[src/rtl/adc_seq_pkg.sv]
package adc_seq_pkg;

    localparam int SAMP_W = 4;
    localparam int SEQ_W  = 3;
    localparam int NSLOT  = 1 << SEQ_W;
    localparam int MODE_W = 15;

    localparam logic [1:0] MD_SINGLE = 2'b00;
    localparam logic [1:0] MD_BURST  = 2'b01;

    localparam logic [1:0] TS_SOFT  = 2'b00;
    localparam logic [1:0] TS_TIMER = 2'b01;
    localparam logic [1:0] TS_PWM   = 2'b10;

    typedef enum logic [1:0] {
        ST_IDLE,
        ST_SAMPLE,
        ST_CONV,
        ST_HALT
    } seq_state_t;

    typedef struct packed {
        logic              tag_low;
        logic              dma_en;
        logic [SEQ_W-1:0]  seq_cnt;
        logic [SAMP_W-1:0] samp;
        logic [1:0]        trig_sel;
        logic [1:0]        conv_mode;
        logic              auto_rst;
        logic              enable;
    } mode_t;

endpackage

[src/rtl/adc_seq_trig.sv]
module adc_seq_trig
    import adc_seq_pkg::*;
(
    input  logic [1:0] trig_sel,
    input  logic       sw_start,
    input  logic       timer_evt,
    input  logic       pwm_evt,
    output logic       any_trig
);

    logic ext_hit;

    always_comb begin
        unique case (trig_sel)
            TS_TIMER: ext_hit = timer_evt;
            TS_PWM:   ext_hit = pwm_evt;
            TS_SOFT:  ext_hit = 1'b0;
            default:  ext_hit = 1'b0;
        endcase
        any_trig = sw_start | ext_hit;
    end

endmodule

[src/rtl/adc_seq_chtab.sv]
module adc_seq_chtab #(
    parameter int SLOTS = 8,
    parameter int CH_W  = 4,
    localparam int IW   = $clog2(SLOTS)
) (
    input  logic            clk,
    input  logic            rst_n,
    input  logic            we,
    input  logic [IW-1:0]   widx,
    input  logic [CH_W-1:0] wdata,
    input  logic [IW-1:0]   ridx,
    output logic [CH_W-1:0] rchan
);

    logic [CH_W-1:0] entry_q [SLOTS];

    for (genvar g = 0; g < SLOTS; g++) begin : g_slot
        always_ff @(posedge clk or negedge rst_n) begin
            if (!rst_n) begin
                entry_q[g] <= '0;
            end else if (we && (widx == IW'(g))) begin
                entry_q[g] <= wdata;
            end
        end
    end

    assign rchan = entry_q[ridx];

endmodule

[src/rtl/adc_seq_fsm.sv]
module adc_seq_fsm
    import adc_seq_pkg::*;
#(
    parameter int SW   = SAMP_W,
    parameter int QW   = SEQ_W,
    localparam int CNT_W = SW + 1
) (
    input  logic          clk,
    input  logic          rst_n,
    input  logic          enable,
    input  logic          auto_rst,
    input  logic [1:0]    conv_mode,
    input  logic [SW-1:0] samp,
    input  logic [QW-1:0] seq_cnt,
    input  logic          dma_en,
    input  logic          any_trig,
    input  logic          sw_start,
    input  logic          conv_done,
    input  logic          dma_done,
    output logic          sh_window,
    output logic          conv_start,
    output logic [QW-1:0] slot_idx,
    output logic          done_acc,
    output logic          dma_req,
    output logic          irq
);

    seq_state_t       state_q, state_d;
    logic [CNT_W-1:0] cnt_q, cnt_d;
    logic [QW-1:0]    idx_q, idx_d;
    logic             start_q, start_d;
    logic             dreq_q, irq_q;
    logic             accept;
    logic             mode_ok, burst, last_slot, win_end;

    assign mode_ok   = (conv_mode == MD_SINGLE) || (conv_mode == MD_BURST);
    assign burst     = (conv_mode == MD_BURST);
    assign last_slot = (idx_q == seq_cnt);
    assign win_end   = (cnt_q == (CNT_W'(samp) + CNT_W'(1)));

    // next-state logic
    always_comb begin
        state_d = state_q;
        cnt_d   = cnt_q;
        idx_d   = idx_q;
        start_d = 1'b0;
        accept  = 1'b0;
        if (!enable) begin
            state_d = ST_IDLE;
            cnt_d   = '0;
            idx_d   = '0;
        end else begin
            unique case (state_q)
                ST_IDLE: begin
                    if (any_trig && mode_ok) begin
                        state_d = ST_SAMPLE;
                        cnt_d   = '0;
                    end
                end
                ST_HALT: begin
                    if (sw_start && mode_ok) begin
                        state_d = ST_SAMPLE;
                        cnt_d   = '0;
                    end
                end
                ST_SAMPLE: begin
                    if (win_end) begin
                        state_d = ST_CONV;
                        start_d = 1'b1;
                    end else begin
                        cnt_d = cnt_q + CNT_W'(1);
                    end
                end
                ST_CONV: begin
                    if (conv_done) begin
                        accept = 1'b1;
                        cnt_d  = '0;
                        if (last_slot) begin
                            idx_d = '0;
                            if (!auto_rst)  state_d = ST_HALT;
                            else if (burst) state_d = ST_SAMPLE;
                            else            state_d = ST_IDLE;
                        end else begin
                            idx_d   = idx_q + QW'(1);
                            state_d = burst ? ST_SAMPLE : ST_IDLE;
                        end
                    end
                end
            endcase
        end
    end

    // state register
    always_ff @(posedge clk or negedge rst_n) begin
        if (!rst_n) begin
            state_q <= ST_IDLE;
            cnt_q   <= '0;
            idx_q   <= '0;
            start_q <= 1'b0;
        end else begin
            state_q <= state_d;
            cnt_q   <= cnt_d;
            idx_q   <= idx_d;
            start_q <= start_d;
        end
    end

    // request and interrupt register
    always_ff @(posedge clk or negedge rst_n) begin
        if (!rst_n) begin
            dreq_q <= 1'b0;
            irq_q  <= 1'b0;
        end else begin
            irq_q <= 1'b0;
            if (!enable) begin
                dreq_q <= 1'b0;
            end else begin
                if (dreq_q && dma_done) irq_q <= 1'b1;
                if (accept && !dma_en)  irq_q <= 1'b1;
                if (accept && dma_en)
                    dreq_q <= 1'b1;
                else if (dreq_q && dma_done)
                    dreq_q <= 1'b0;
            end
        end
    end

    // outputs
    always_comb begin
        sh_window  = (state_q == ST_SAMPLE);
        conv_start = start_q;
        slot_idx   = idx_q;
        done_acc   = accept;
        dma_req    = dreq_q;
        irq        = irq_q;
    end

endmodule

[src/rtl/adc_seq_pack.sv]
module adc_seq_pack #(
    parameter int CH_W   = 4,
    parameter int RES_W  = 12,
    parameter int DATA_W = 32,
    parameter int HI_POS = 16
) (
    input  logic              clk,
    input  logic              rst_n,
    input  logic              capture,
    input  logic              tag_low,
    input  logic [CH_W-1:0]   chan,
    input  logic [RES_W-1:0]  result,
    input  logic              data_rd,
    output logic [DATA_W-1:0] data_word,
    output logic              eoc_flag
);

    logic [DATA_W-1:0] word_d, word_q;
    logic              eoc_q;

    always_comb begin
        word_d = '0;
        if (tag_low) begin
            word_d[CH_W-1:0]          = chan;
            word_d[CH_W+RES_W-1:CH_W] = result;
        end else begin
            word_d[RES_W-1:0]             = result;
            word_d[HI_POS+CH_W-1:HI_POS]  = chan;
        end
    end

    always_ff @(posedge clk or negedge rst_n) begin
        if (!rst_n) begin
            word_q <= '0;
            eoc_q  <= 1'b0;
        end else begin
            if (capture) begin
                word_q <= word_d;
                eoc_q  <= 1'b1;
            end else if (data_rd) begin
                eoc_q <= 1'b0;
            end
        end
    end

    assign data_word = word_q;
    assign eoc_flag  = eoc_q;

endmodule

[src/rtl/adc_seq_ctrl.sv]
module adc_seq_ctrl
    import adc_seq_pkg::*;
#(
    parameter int CH_W   = 4,
    parameter int RES_W  = 12,
    parameter int DATA_W = 32,
    parameter int HI_POS = 16
) (
    input  logic              clk,
    input  logic              rst_n,
    input  logic              mode_we,
    input  logic [MODE_W-1:0] mode_wdata,
    input  logic              chsel_we,
    input  logic [SEQ_W-1:0]  chsel_idx,
    input  logic [CH_W-1:0]   chsel_data,
    input  logic              sw_start,
    input  logic              timer_evt,
    input  logic              pwm_evt,
    output logic              sh_window,
    output logic              conv_start,
    output logic [CH_W-1:0]   conv_chan,
    input  logic              conv_done,
    input  logic [RES_W-1:0]  conv_result,
    output logic [DATA_W-1:0] data_word,
    output logic              eoc_flag,
    input  logic              data_rd,
    output logic              dma_req,
    input  logic              dma_done,
    output logic              irq
);

    mode_t             mode_q;
    logic              any_trig;
    logic              done_acc;
    logic [SEQ_W-1:0]  slot_idx;

    always_ff @(posedge clk or negedge rst_n) begin
        if (!rst_n) begin
            mode_q <= '0;
        end else if (mode_we) begin
            mode_q <= mode_t'(mode_wdata);
        end
    end

    adc_seq_trig u_trig (
        .trig_sel  (mode_q.trig_sel),
        .sw_start  (sw_start),
        .timer_evt (timer_evt),
        .pwm_evt   (pwm_evt),
        .any_trig  (any_trig)
    );

    adc_seq_chtab #(
        .SLOTS (NSLOT),
        .CH_W  (CH_W)
    ) u_chtab (
        .clk   (clk),
        .rst_n (rst_n),
        .we    (chsel_we),
        .widx  (chsel_idx),
        .wdata (chsel_data),
        .ridx  (slot_idx),
        .rchan (conv_chan)
    );

    adc_seq_fsm #(
        .SW (SAMP_W),
        .QW (SEQ_W)
    ) u_fsm (
        .clk        (clk),
        .rst_n      (rst_n),
        .enable     (mode_q.enable),
        .auto_rst   (mode_q.auto_rst),
        .conv_mode  (mode_q.conv_mode),
        .samp       (mode_q.samp),
        .seq_cnt    (mode_q.seq_cnt),
        .dma_en     (mode_q.dma_en),
        .any_trig   (any_trig),
        .sw_start   (sw_start),
        .conv_done  (conv_done),
        .dma_done   (dma_done),
        .sh_window  (sh_window),
        .conv_start (conv_start),
        .slot_idx   (slot_idx),
        .done_acc   (done_acc),
        .dma_req    (dma_req),
        .irq        (irq)
    );

    adc_seq_pack #(
        .CH_W   (CH_W),
        .RES_W  (RES_W),
        .DATA_W (DATA_W),
        .HI_POS (HI_POS)
    ) u_pack (
        .clk       (clk),
        .rst_n     (rst_n),
        .capture   (done_acc),
        .tag_low   (mode_q.tag_low),
        .chan      (conv_chan),
        .result    (conv_result),
        .data_rd   (data_rd),
        .data_word (data_word),
        .eoc_flag  (eoc_flag)
    );

endmodule

[config.mk]
export PLATFORM = sky130hd
export DESIGN_NAME = adc_seq_ctrl
export DESIGN_NICKNAME = d
export VERILOG_FILES = /design/src/rtl/adc_seq_pkg.sv /design/src/rtl/adc_seq_trig.sv /design/src/rtl/adc_seq_chtab.sv /design/src/rtl/adc_seq_fsm.sv /design/src/rtl/adc_seq_pack.sv /design/src/rtl/adc_seq_ctrl.sv
export SDC_FILE = /design/constraint.sdc
export NUM_CORES = 1
export LEC_CHECK = 0
export CORE_MARGIN = 4
export CORE_UTILIZATION = 57
export DETAILED_ROUTE_END_ITERATION = 7
export DONT_BUFFER_PORTS = 1
export GPL_TIMING_DRIVEN = 0
export PLACE_DENSITY_LB_ADDON = 0.08
export REMOVE_ABC_BUFFERS = 1
export SETUP_SLACK_MARGIN = 0.2
export SLEW_MARGIN = 25
export SYNTH_ARGS = -nofsm -noshare
export SYNTH_HDL_FRONTEND = slang
export SYNTH_SLANG_ARGS = --single-unit
[constraint.sdc]
create_clock -name clk -period 4.9 [get_ports clk]
set_clock_uncertainty 0.15 [all_clocks]
set_input_delay 0.245 -clock clk [delete_from_list [all_inputs] [get_ports clk]]
set_output_delay 0.245 -clock clk [all_outputs]
set_load 0.05 [all_outputs]
==> impl_metrics.py, run 1 <==
metrics = {
    "die": {
        "die_w_um": 91.64,
        "row_count": 30,
        "pin_count": 85,
        "core_area_um2": 6794,
        "die_area_um2": 8398,
        "fp.dieH_um": 91.64,
        "start_util_pct": 58.69,
    },
    "setup_path": {
        "cpLargestDelayFamily": "multiplexers",
        "worstPathArrival_ns": 2.29,
        "cpPeakStageDelay_ns": 0.78,
        "timing.rr.start": "mode_q[4]",
        "critPathMaxFanout": 12,
        "slowest_stage": "dfrtp_1",
        "startpoint": "u_fsm.slot_idx[0]",
        "cp.required_ns": 4.51,
        "path_cells": "mux4_2 > mux2i_1 > inv_1",
        "endpoint": "conv_chan[1]",
        "worstSetupEndpointType": "output pin",
        "startpoint_type": "flop",
        "r2r-end": "u_fsm.cnt_q[3]",
        "reg2reg_depth": 6,
        "path_depth": 3,
        "critPathKind": "flop to output pin",
        "crit_buf_inv": 1,
        "r2r_setup_slack_ns": 2.45,
    },
    "logic_synthesis": {
        "ys_async_sr_fraction_pct": 100.0,
        "syn_avg_cell_area_um2": 11.63,
        "ys_ff_latch": 81,
        "synth_edf_count": 0,
        "synthesis.area_um2": 3988,
        "yosysWarnings": 0,
        "ys_seq_area_share_pct": 50.83,
        "yosysUniqueCellTypes": 45,
        "synthFlopType": "dfrtp_1",
        "synth_cells": 343,
    },
    "clock_tree": {
        "clockBufferDepth": 2,
        "cts-root-buf": "clkbuf_8",
        "cts_tree": "yes",
        "htreeDepth": 3,
        "numCtsBuffers": 9,
        "insertion_delay_ns": 0.35,
        "cts_resized": 0,
        "clk_pin_slew_ns": 0.08,
        "clkSinkCount": 81,
    },
    "global_route": {
        "grtUsageTotal_pct": 19.44,
        "grt_max_degree": 82,
        "grt_pass1_vias": 2605,
        "overflow": 0,
        "antenna_found_initial": 0,
        "grt_pass1_wl_mm": 12.97,
    },
    "sta": {
        "fmax_mhz": 372.0,
        "period_needed_ns": 2.689,
        "slew_viol_final": 0,
        "post-route-period-util_pct": 54.87,
        "grt_setup_unrepaired": "no",
        "finalSetupViolCount": 0,
        "finalHoldViolCount": 0,
        "tightest_slew_ns": 0.8283,
        "tns_ns": 0,
        "maxSlewHeadroom_pct": 44.60,
    },
    "placement": {
        "placed_area_um2": 4000,
        "gp_congestion": 0.7710,
        "port_buffers": 0,
        "hpwl_mm": 5.074,
    },
    "detailed_routing": {
        "firstDrtPassIters": 4,
        "vias": 2593,
        "viasPerCell": 5.425,
        "ant_nets": 0,
        "detail_route.wl_per_cell_um": 16.16,
        "wirelength_mm": 7.723,
        "drt_iter0_drc": 75,
        "route.detailed.drc": 0,
    },
    "pwr": {
        "p_total_uw": 1970,
        "p_leak_uw": 0.002017,
        "clock_power_share_pct": 28.4,
        "comb_power_share_pct": 19.8,
        "internal_power_uw": 1276,
        "ir_drop_uv": 312.7,
        "seqPwrFrac_pct": 51.7,
        "powerDensity_nw_per_um2": 425.0,
        "p_sw_uw": 693.9,
        "sw_frac_of_total_pct": 35.22,
    },
    "worst_hold_path": {
        "hold_path.class": "primary input to flop",
        "hold_start": "chsel_idx[0]",
    },
    "cells_and_area": {
        "nFillCells": 521,
        "fin_area_um2": 4636,
        "drive_above_1_share_pct": 19.37,
        "diodes": 0,
        "area_delta_synth_final_pct": 16.25,
        "nets": 430,
    },
    "run_status": {
        "status": "completed",
    },
    "job": {
        "maxCapViolations": 0,
    },
}
-- stage by stage --
step | hold WS (ns) | utilization, % | setup slack (ns) | instances
6_report | 0.08218 | 68.23 | 2.211 | 478
5_1_grt | 0.06914 | 68.23 | 2.059 | 478
4_1_cts | 0.06996 | 68.23 | 2.164 | 478
3_5_place_dp | -0.1988 | 58.88 | 2.515 | 424
3_3_place_gp | -0.1988 | 58.80 | 2.121 | 424
2_1_floorplan | -0.2006 | - | 2.684 | 328
-- sequential cells by signal (all words and copies together), names as in the netlist --
name              flops
u_chtab.entry_q      32
u_pack.data_word     20
mode_q               15
u_fsm.cnt_q           5
u_fsm.slot_idx        3
u_fsm.state_q         2
u_fsm.conv_start      1
u_fsm.dma_req         1
u_fsm.irq             1
u_pack.eoc_flag       1
-- cell families after synthesis --
kind of cell	Yosys count	share of synthesized area, %
and+or+nand+nor	86	10.92
DFF	81	50.83
muxes	65	20.21
AOI/OAI and AO/OA	54	7.813
buffers and inverters	38	4.989
adders and majority gates	9	2.824
xor gates and xnor gates	9	2.322
other	1	0.09404
-- cells in the final DEF, fill, tap and decap left out, types with 2 or more instances in the layout --
cell type,netlist,final
nand4b_1,3,3
nor3b_1,3,3
xor2_1,5,5
mux2i_1,13,13
o21ai_0,33,33
dfrtp_1,81,81
nand2_1,44,44
bufinv_16,0,2
nor2_1,5,5
nor2b_1,4,4
nand3_1,6,5
a21boi_0,2,2
mux4_2,8,8
inv_1,12,12
o211ai_1,2,2
a21oi_1,6,6
nor3_1,5,5
mux2_2,44,44
xnor2_1,3,3
clkinv_4,0,2
dlygate4sd3_1,0,37
clkbuf_8,0,11
conb_1,1,12
nand4_1,3,3
ha_1,9,9
and2_1,3,3
a22oi_1,2,2
nand2b_1,4,4
-- what timing repair did --
action	4_1_cts	5_1_grt
setup buffers	0	0
hold buffers	38	0
endpoints found under the hold margin	147	0
setup endpoints to repair	0	0
-- Yosys cell counts, types with 3 or more instances --
cell type	number	area, um2
buf_4	12	90.09
mux2_2	44	495.5
nand2b_1	4	25.02
nor2b_1	4	25.02
o21ai_0	33	165.2
mux2i_1	13	130.1
nor3_1	5	25.02
nand3_1	6	30.03
nor2_1	5	18.77
nand4b_1	3	26.28
nand4_1	3	18.77
xor2_1	5	43.79
nor3b_1	3	22.52
clkbuf_1	9	33.78
nand2_1	44	165.2
xnor2_1	3	26.28
dfrtp_1	81	2027
and2_1	3	18.77
a21oi_1	6	30.03
inv_1	12	45.04
ha_1	9	112.6
buf_2	3	15.01
mux4_2	8	180.2
-- layer usage --
layer / part of all wire, % / track usage [%] / vias up
li1: - / - / 1248
met1: 45 / 26.90 / 1275
met2: 48 / 30.31 / 61
met3: 5.5 / 5.086 / 9
met4: 1.1 / 5.653 / 0
met5: 0 / 0 / -
-- layout make-up --
cell class              count  area [um2]  area share (%)
clock inverters             5       86.33           1.862
multi-input cells         235        1808           39.00
repair buffers             38       397.9           8.583
clock buffers              11       151.4           3.266
well taps                  96       120.1           2.591
inverters                  12       45.04          0.9717
flip-flops and latches     81        2027           43.72
-- worst min path at each step --
stage                           end  slack (ns)  cells after the start
2_1_floorplan             mode_q[0]       -0.20                      0
3_3_place_gp   u_pack.data_word[10]       -0.20                      0
3_5_place_dp   u_pack.data_word[10]       -0.20                      0
4_1_cts         u_chtab.entry_q[31]        0.07                      2
5_1_grt         u_chtab.entry_q[27]        0.07                      2
6_report        u_chtab.entry_q[31]        0.08                      2
-- power groups by stage --
| stage | clock network (uW) | logic [uW] | registers, uW |
|---|---|---|---|
| 3_5_place_dp | 0 | 346 | 1030 |
| 5_1_grt | 601 | 437 | 1040 |
| 6_report | 560 | 391 | 1020 |
| 4_1_cts | 573 | 394 | 1020 |
| 2_1_floorplan | 0 | 301 | 1010 |
| 3_3_place_gp | 0 | 334 | 1030 |
No activity file was read; power rests on OpenSTA's default activity.
==> inputs of run 2 (changes only) <==
==> constraint.sdc (replaced) <==
create_clock -name clk -period 2.8 [get_ports clk]
set_clock_uncertainty 0.15 [all_clocks]
set_input_delay 0.14 -clock clk [delete_from_list [all_inputs] [get_ports clk]]
set_output_delay 0.14 -clock clk [all_outputs]
set_load 0.05 [all_outputs]
==> impl_metrics.py, run 2 (same netlist as run 1, synthesis figures left out) <==
metrics = {
    "detailed_routing": {
        "firstDrtPassIters": 5,
        "viasPerCell": 5.418,
        "vias": 2617,
        "route.detailed.drc": 0,
        "detail_route.wl_per_cell_um": 16.16,
        "drt_iter0_drc": 87,
        "ant_nets": 0,
        "wirelength_mm": 7.803,
    },
    "placement": {
        "gp_congestion": 0.7710,
        "port_buffers": 0,
        "hpwl_mm": 5.074,
        "placed_area_um2": 4000,
        "dp.cells": 424,
    },
    "clock_tree": {
        "clk_pin_slew_ns": 0.08,
        "numCtsBuffers": 9,
        "cts-root-buf": "clkbuf_8",
        "htreeDepth": 3,
        "clockBufferDepth": 2,
        "clkSinkCount": 81,
        "post_cts_buffers": 0,
        "cts_tree": "yes",
        "insertion_delay_ns": 0.34,
    },
    "cells_and_area": {
        "area_delta_synth_final_pct": 17.54,
        "layout.cells.non_filler": 483,
        "largest-register": "u_chtab.entry_q",
        "fin_area_um2": 4687,
        "nets": 435,
        "largest_reg_flops": 32,
        "diodes": 0,
        "layout_commonest_cell": "dfrtp_1",
        "drive_above_1_share_pct": 19.38,
        "final_cell_mix": "80 x dfrtp_1, 44 x nand2_1, 44 x mux2_2, 42 x dlygate4sd3_1, 33 x o21ai_0",
    },
    "die": {
        "die_area_um2": 8398,
        "pin_count": 85,
        "die_w_um": 91.64,
        "row_count": 30,
        "core_area_um2": 6794,
        "start_util_pct": 58.69,
        "fp.dieH_um": 91.64,
    },
    "setup_path": {
        "critPathKind": "flop to flop",
        "critPathMaxFanout": 10,
        "path_depth": 6,
        "r2r_setup_slack_ns": 0.39,
        "slowest_stage": "or3_1",
        "r2r-end": "u_fsm.state_q[1]",
        "worstSetupEndpointType": "flop",
        "worstPathArrival_ns": 2.49,
        "timing.rr.start": "mode_q[6]",
        "cpLargestDelayFamily": "simple AND/OR/NAND/NOR gates",
        "cpPeakStageDelay_ns": 0.49,
        "startpoint_type": "flop",
        "path_cells": "ha_1 > xnor3_1 > nand3_1 > or3_1 > a21oi_1 > mux2_2",
        "crit_buf_inv": 0,
        "reg2reg_depth": 6,
        "cp.required_ns": 2.88,
    },
    "worst_hold_path": {
        "whs_path_depth": 2,
        "hold-path-endpoint": "u_chtab.entry_q[0]",
        "hold_path.class": "primary input to flop",
        "hold_start": "chsel_idx[1]",
    },
    "sta": {
        "post-route-period-util_pct": 85.96,
        "period_needed_ns": 2.407,
        "finalSetupViolCount": 0,
        "fmax_mhz": 415.5,
        "finalHoldViolCount": 0,
        "tightest_slew_ns": 0.8270,
        "slew_viol_final": 0,
        "maxSlewHeadroom_pct": 44.69,
        "tns_ns": 0,
        "grt_setup_unrepaired": "no",
    },
    "job": {
        "maxCapViolations": 0,
    },
    "pwr": {
        "p_sw_uw": 1214,
        "powerDensity_nw_per_um2": 737.9,
        "internal_power_uw": 2245,
        "ir_drop_uv": 477.7,
        "clock_power_share_pct": 28.2,
        "seqPwrFrac_pct": 51.6,
        "sw_frac_of_total_pct": 35.09,
        "p_leak_uw": 0.002040,
        "comb_power_share_pct": 20.2,
    },
    "global_route": {
        "antenna_found_initial": 0,
        "grt_pass1_wl_mm": 13.02,
        "grtUsageTotal_pct": 19.51,
        "overflow": 0,
        "grt_pass1_vias": 2635,
        "grt_max_degree": 82,
    },
    "run_status": {
        "status": "completed",
    },
}
-- run 2: changes by cell type in the layout (fill, tap and decap cells not counted) --
cell,change
o311ai_1,+1
o311ai_0,-1
dfrtp_2,+1
dlygate4sd3_1,+5
dfrtp_1,-1
-- run 2: repair_timing --
item                                   in CTS  in global routing
endpoints found under the hold margin     147                  0
setup endpoints to repair                   2                  2
hold buffers                               43                  0
resized for setup                           1                  1
-- run 2: layout make-up --
| cell class | count | area [um2] |
|---|---|---|
| inverter | 12 | 45.04 |
| timing repair buffer | 43 | 447.9 |
| clock buffer | 11 | 151.4 |
| tap | 96 | 120.1 |
| sequential | 81 | 2028 |
| multi-input combinational | 235 | 1808 |
| clock inverter | 5 | 86.33 |
| fill | 516 | 2107 |
-- run 2: power by group through the flow --
stage | sequential (uW) | clock (uW) | combinational (uW)
after floorplan | 1760 | 0 | 526
after global placement | 1800 | 0 | 584
after detailed placement | 1810 | 0 | 605
after CTS | 1790 | 1000 | 702
after global routing | 1820 | 1050 | 780
final | 1780 | 975 | 699
-- run 2: worst max-delay path by stage --
stage,start,end
4_1_cts,mode_q[6],u_fsm.state_q[1]
3_5_place_dp,mode_q[4],u_fsm.state_q[1]
5_1_grt,u_fsm.state_q[0],u_pack.data_word[17]
6_report,mode_q[6],u_fsm.state_q[1]
3_3_place_gp,u_fsm.state_q[0],u_pack.data_word[18]
2_1_floorplan,u_fsm.state_q[0],u_pack.data_word[16]
-- run 2: per-layer routing --
layer  part of all wire [%]  up-vias  GRT usage (%)
li1                       -     1265              -
met1                     46     1279          26.86
met2                     48       64          30.61
met3                    5.6        9          5.086
met4                    1.1        0          5.653
met5                      0        -              0
-- run 2: per-stage QoR --
step / power (uW) / hold WS, ns / util (%) / setup slack, ns
final: 3459 / 0.01707 / 68.99 / 0.3930
after global routing: 3646 / 0.04458 / 68.99 / 0.2191
after CTS: 3493 / 0.01652 / 68.99 / 0.3802
after detailed placement: 2412 / -0.3038 / 58.88 / 0.4153
after global placement: 2383 / -0.3038 / 58.80 / 0.02124
after floorplan: 2287 / -0.3056 / - / 0.5842
-- run 2: worst reg2reg max path, stage by stage, from the launching register on --
cell	delay, ns
dfrtp_1	0.42
ha_1	0.25
xnor3_1	0.28
nand3_1	0.11
or3_1	0.49
a21oi_1	0.23
mux2_2	0.36
==> inputs of run 3 (changes only) <==
==> constraint.sdc (replaced) <==
create_clock -name clk -period 2.75 [get_ports clk]
set_clock_uncertainty 0.15 [all_clocks]
set_input_delay 0.1375 -clock clk [delete_from_list [all_inputs] [get_ports clk]]
set_output_delay 0.1375 -clock clk [all_outputs]
set_load 0.05 [all_outputs]
==> impl_metrics.py, run 3 (same netlist as run 1, synthesis figures left out) <==
metrics = {
    "clock_tree": {
        "clockBufferDepth": 2,
        "cts_tree": "yes",
        "cts-root-buf": "clkbuf_8",
        "numCtsBuffers": 9,
        "clkSinkCount": 81,
        "clk_pin_slew_ns": 0.08,
        "htreeDepth": 3,
        "insertion_delay_ns": 0.34,
        "post_cts_buffers": 0,
    },
    "die": {
        "die_w_um": 91.64,
        "pin_count": 85,
        "die_area_um2": 8398,
        "core_area_um2": 6794,
        "row_count": 30,
        "start_util_pct": 58.69,
        "fp.dieH_um": 91.64,
    },
    "sta": {
        "holdWs_ns": 0.006282,
        "post-route-period-util_pct": 87.73,
        "maxSlewHeadroom_pct": 44.89,
        "fmax_mhz": 414.5,
        "period_needed_ns": 2.413,
        "tightest_slew_ns": 0.8239,
        "grt_setup_unrepaired": "no",
        "finalSetupViolCount": 0,
        "slew_viol_final": 0,
        "finalHoldViolCount": 0,
    },
    "pwr": {
        "comb_power_share_pct": 20.2,
        "p_leak_uw": 0.002040,
        "sw_frac_of_total_pct": 35.21,
        "powerDensity_nw_per_um2": 751.7,
        "ir_drop_uv": 487.0,
        "seqPwrFrac_pct": 51.5,
        "p_total_uw": 3529,
        "clock_power_share_pct": 28.3,
        "internal_power_uw": 2286,
        "p_sw_uw": 1243,
    },
    "global_route": {
        "grt_pass1_wl_mm": 13.02,
        "grt_max_degree": 82,
        "grtUsageTotal_pct": 19.51,
        "antenna_found_initial": 0,
        "overflow": 0,
        "grt_pass1_vias": 2635,
    },
    "cells_and_area": {
        "layout_commonest_cell": "dfrtp_1",
        "largest-register": "u_chtab.entry_q",
        "largest_reg_flops": 32,
        "final_cell_mix": "80 x dfrtp_1, 44 x nand2_1, 44 x mux2_2, 42 x dlygate4sd3_1, 33 x o21ai_0",
        "area_delta_synth_final_pct": 17.73,
        "nets": 435,
        "drive_above_1_share_pct": 19.38,
        "nFillCells": 513,
        "diodes": 0,
    },
    "setup_path": {
        "r2r-end": "u_fsm.state_q[1]",
        "path_depth": 6,
        "worstSetupEndpointType": "flop",
        "path_cells": "ha_1 > xnor3_1 > nand3_1 > or3_1 > a21oi_1 > mux2_2",
        "worstPathArrival_ns": 2.50,
        "crit_buf_inv": 0,
        "critPathKind": "flop to flop",
        "cpLargestDelayFamily": "simple AND/OR/NAND/NOR gates",
        "cpPeakStageDelay_ns": 0.49,
        "cp.required_ns": 2.83,
        "critPathMaxFanout": 10,
        "startpoint": "mode_q[6]",
        "timing.rr.start": "mode_q[6]",
        "slowest_stage": "or3_1",
        "reg2reg_depth": 6,
        "endpoint": "u_fsm.state_q[1]",
        "r2r_setup_slack_ns": 0.34,
        "startpoint_type": "flop",
    },
    "detailed_routing": {
        "detail_route.wl_per_cell_um": 16.12,
        "route.detailed.drc": 0,
        "firstDrtPassIters": 4,
        "vias": 2622,
        "wirelength_mm": 7.787,
        "drt_iter0_drc": 72,
        "viasPerCell": 5.429,
        "ant_nets": 0,
    },
    "run_status": {
        "status": "completed",
    },
    "job": {
        "maxCapViolations": 0,
    },
    "placement": {
        "port_buffers": 0,
        "gp_congestion": 0.7710,
        "hpwl_mm": 5.074,
    },
    "worst_hold_path": {
        "hold_path.class": "primary input to flop",
    },
}
-- run 3: cell types whose count changed in the layout (fill, tap and decap cells not counted) --
cell / delta
nand3_4: +1
nand3_2: -1
-- run 3: layout make-up --
class                      instances  area [um2]  area share (%)
clock buffer                      11       151.4           3.225
clock inverter                     5       86.33           1.839
inverter                          12       45.04          0.9595
multi-input combinational        235        1815           38.67
sequential                        81        2028           43.20
tap                               96       120.1           2.559
timing repair buffer              43       447.9           9.542
-- run 3: worst reg2reg max path, cell delays in order (launching register included) --
cell and delay [ns]:
dfrtp_1 0.42, ha_1 0.25, xnor3_1 0.28, nand3_1 0.11
or3_1 0.49, a21oi_1 0.24, mux2_2 0.36
-- run 3: power by group through the flow --
stage                     Combinational [uW]  Sequential, uW  Clock (uW)
final                                    712            1820        1000
after detailed placement                 616            1840           0
after CTS                                715            1820        1020
after global placement                   595            1830           0
after global routing                     796            1850        1070
after floorplan                          536            1790           0
-- run 3: repair_timing --
| item | in CTS | in global routing |
|---|---|---|
| pin swaps | 0 | 0 |
| endpoints found under the hold margin | 147 | 0 |
| endpoints found under the setup margin | 4 | 6 |
| hold buffers | 43 | 0 |
| gates resized for setup | 1 | 2 |
-- run 3: worst min path at each step --
stage                       startpoint                   end  slack, ns  cells past startpoint
after floorplan                  rst_n             mode_q[0]      -0.31                      0
after global placement           rst_n  u_pack.data_word[10]      -0.31                      0
after detailed placement         rst_n  u_pack.data_word[10]      -0.31                      0
after CTS                 chsel_idx[1]    u_chtab.entry_q[0]       0.01                      2
after global routing      chsel_idx[1]    u_chtab.entry_q[3]       0.04                      2
final                     chsel_idx[1]    u_chtab.entry_q[0]      0.006                      2
-- run 3: stage by stage --
stage | std cells | setup TNS (ns) | area, um2 | setup WS (ns) | util (%)
2_1_floorplan | 328 | 0 | 3875 | 0.5342 | -
3_3_place_gp | 424 | -0.1099 | 3995 | -0.02876 | 58.80
3_5_place_dp | 424 | 0 | 4000 | 0.3653 | 58.88
4_1_cts | 483 | 0 | 4687 | 0.3302 | 68.99
5_1_grt | 483 | 0 | 4695 | 0.2308 | 69.10
6_report | 483 | 0 | 4695 | 0.3373 | 69.10
-- run 3: metal layers --
layer  wire, um  share of wire (%)  up-vias  global-route usage, %
li1           -                  -     1265                      -
met1       3485                 45     1273                  26.86
met2       3739                 48       75                  30.61
met3        478                6.1        9                  5.086
met4         83                1.1        0                  5.653
met5          0                  0        -                      0
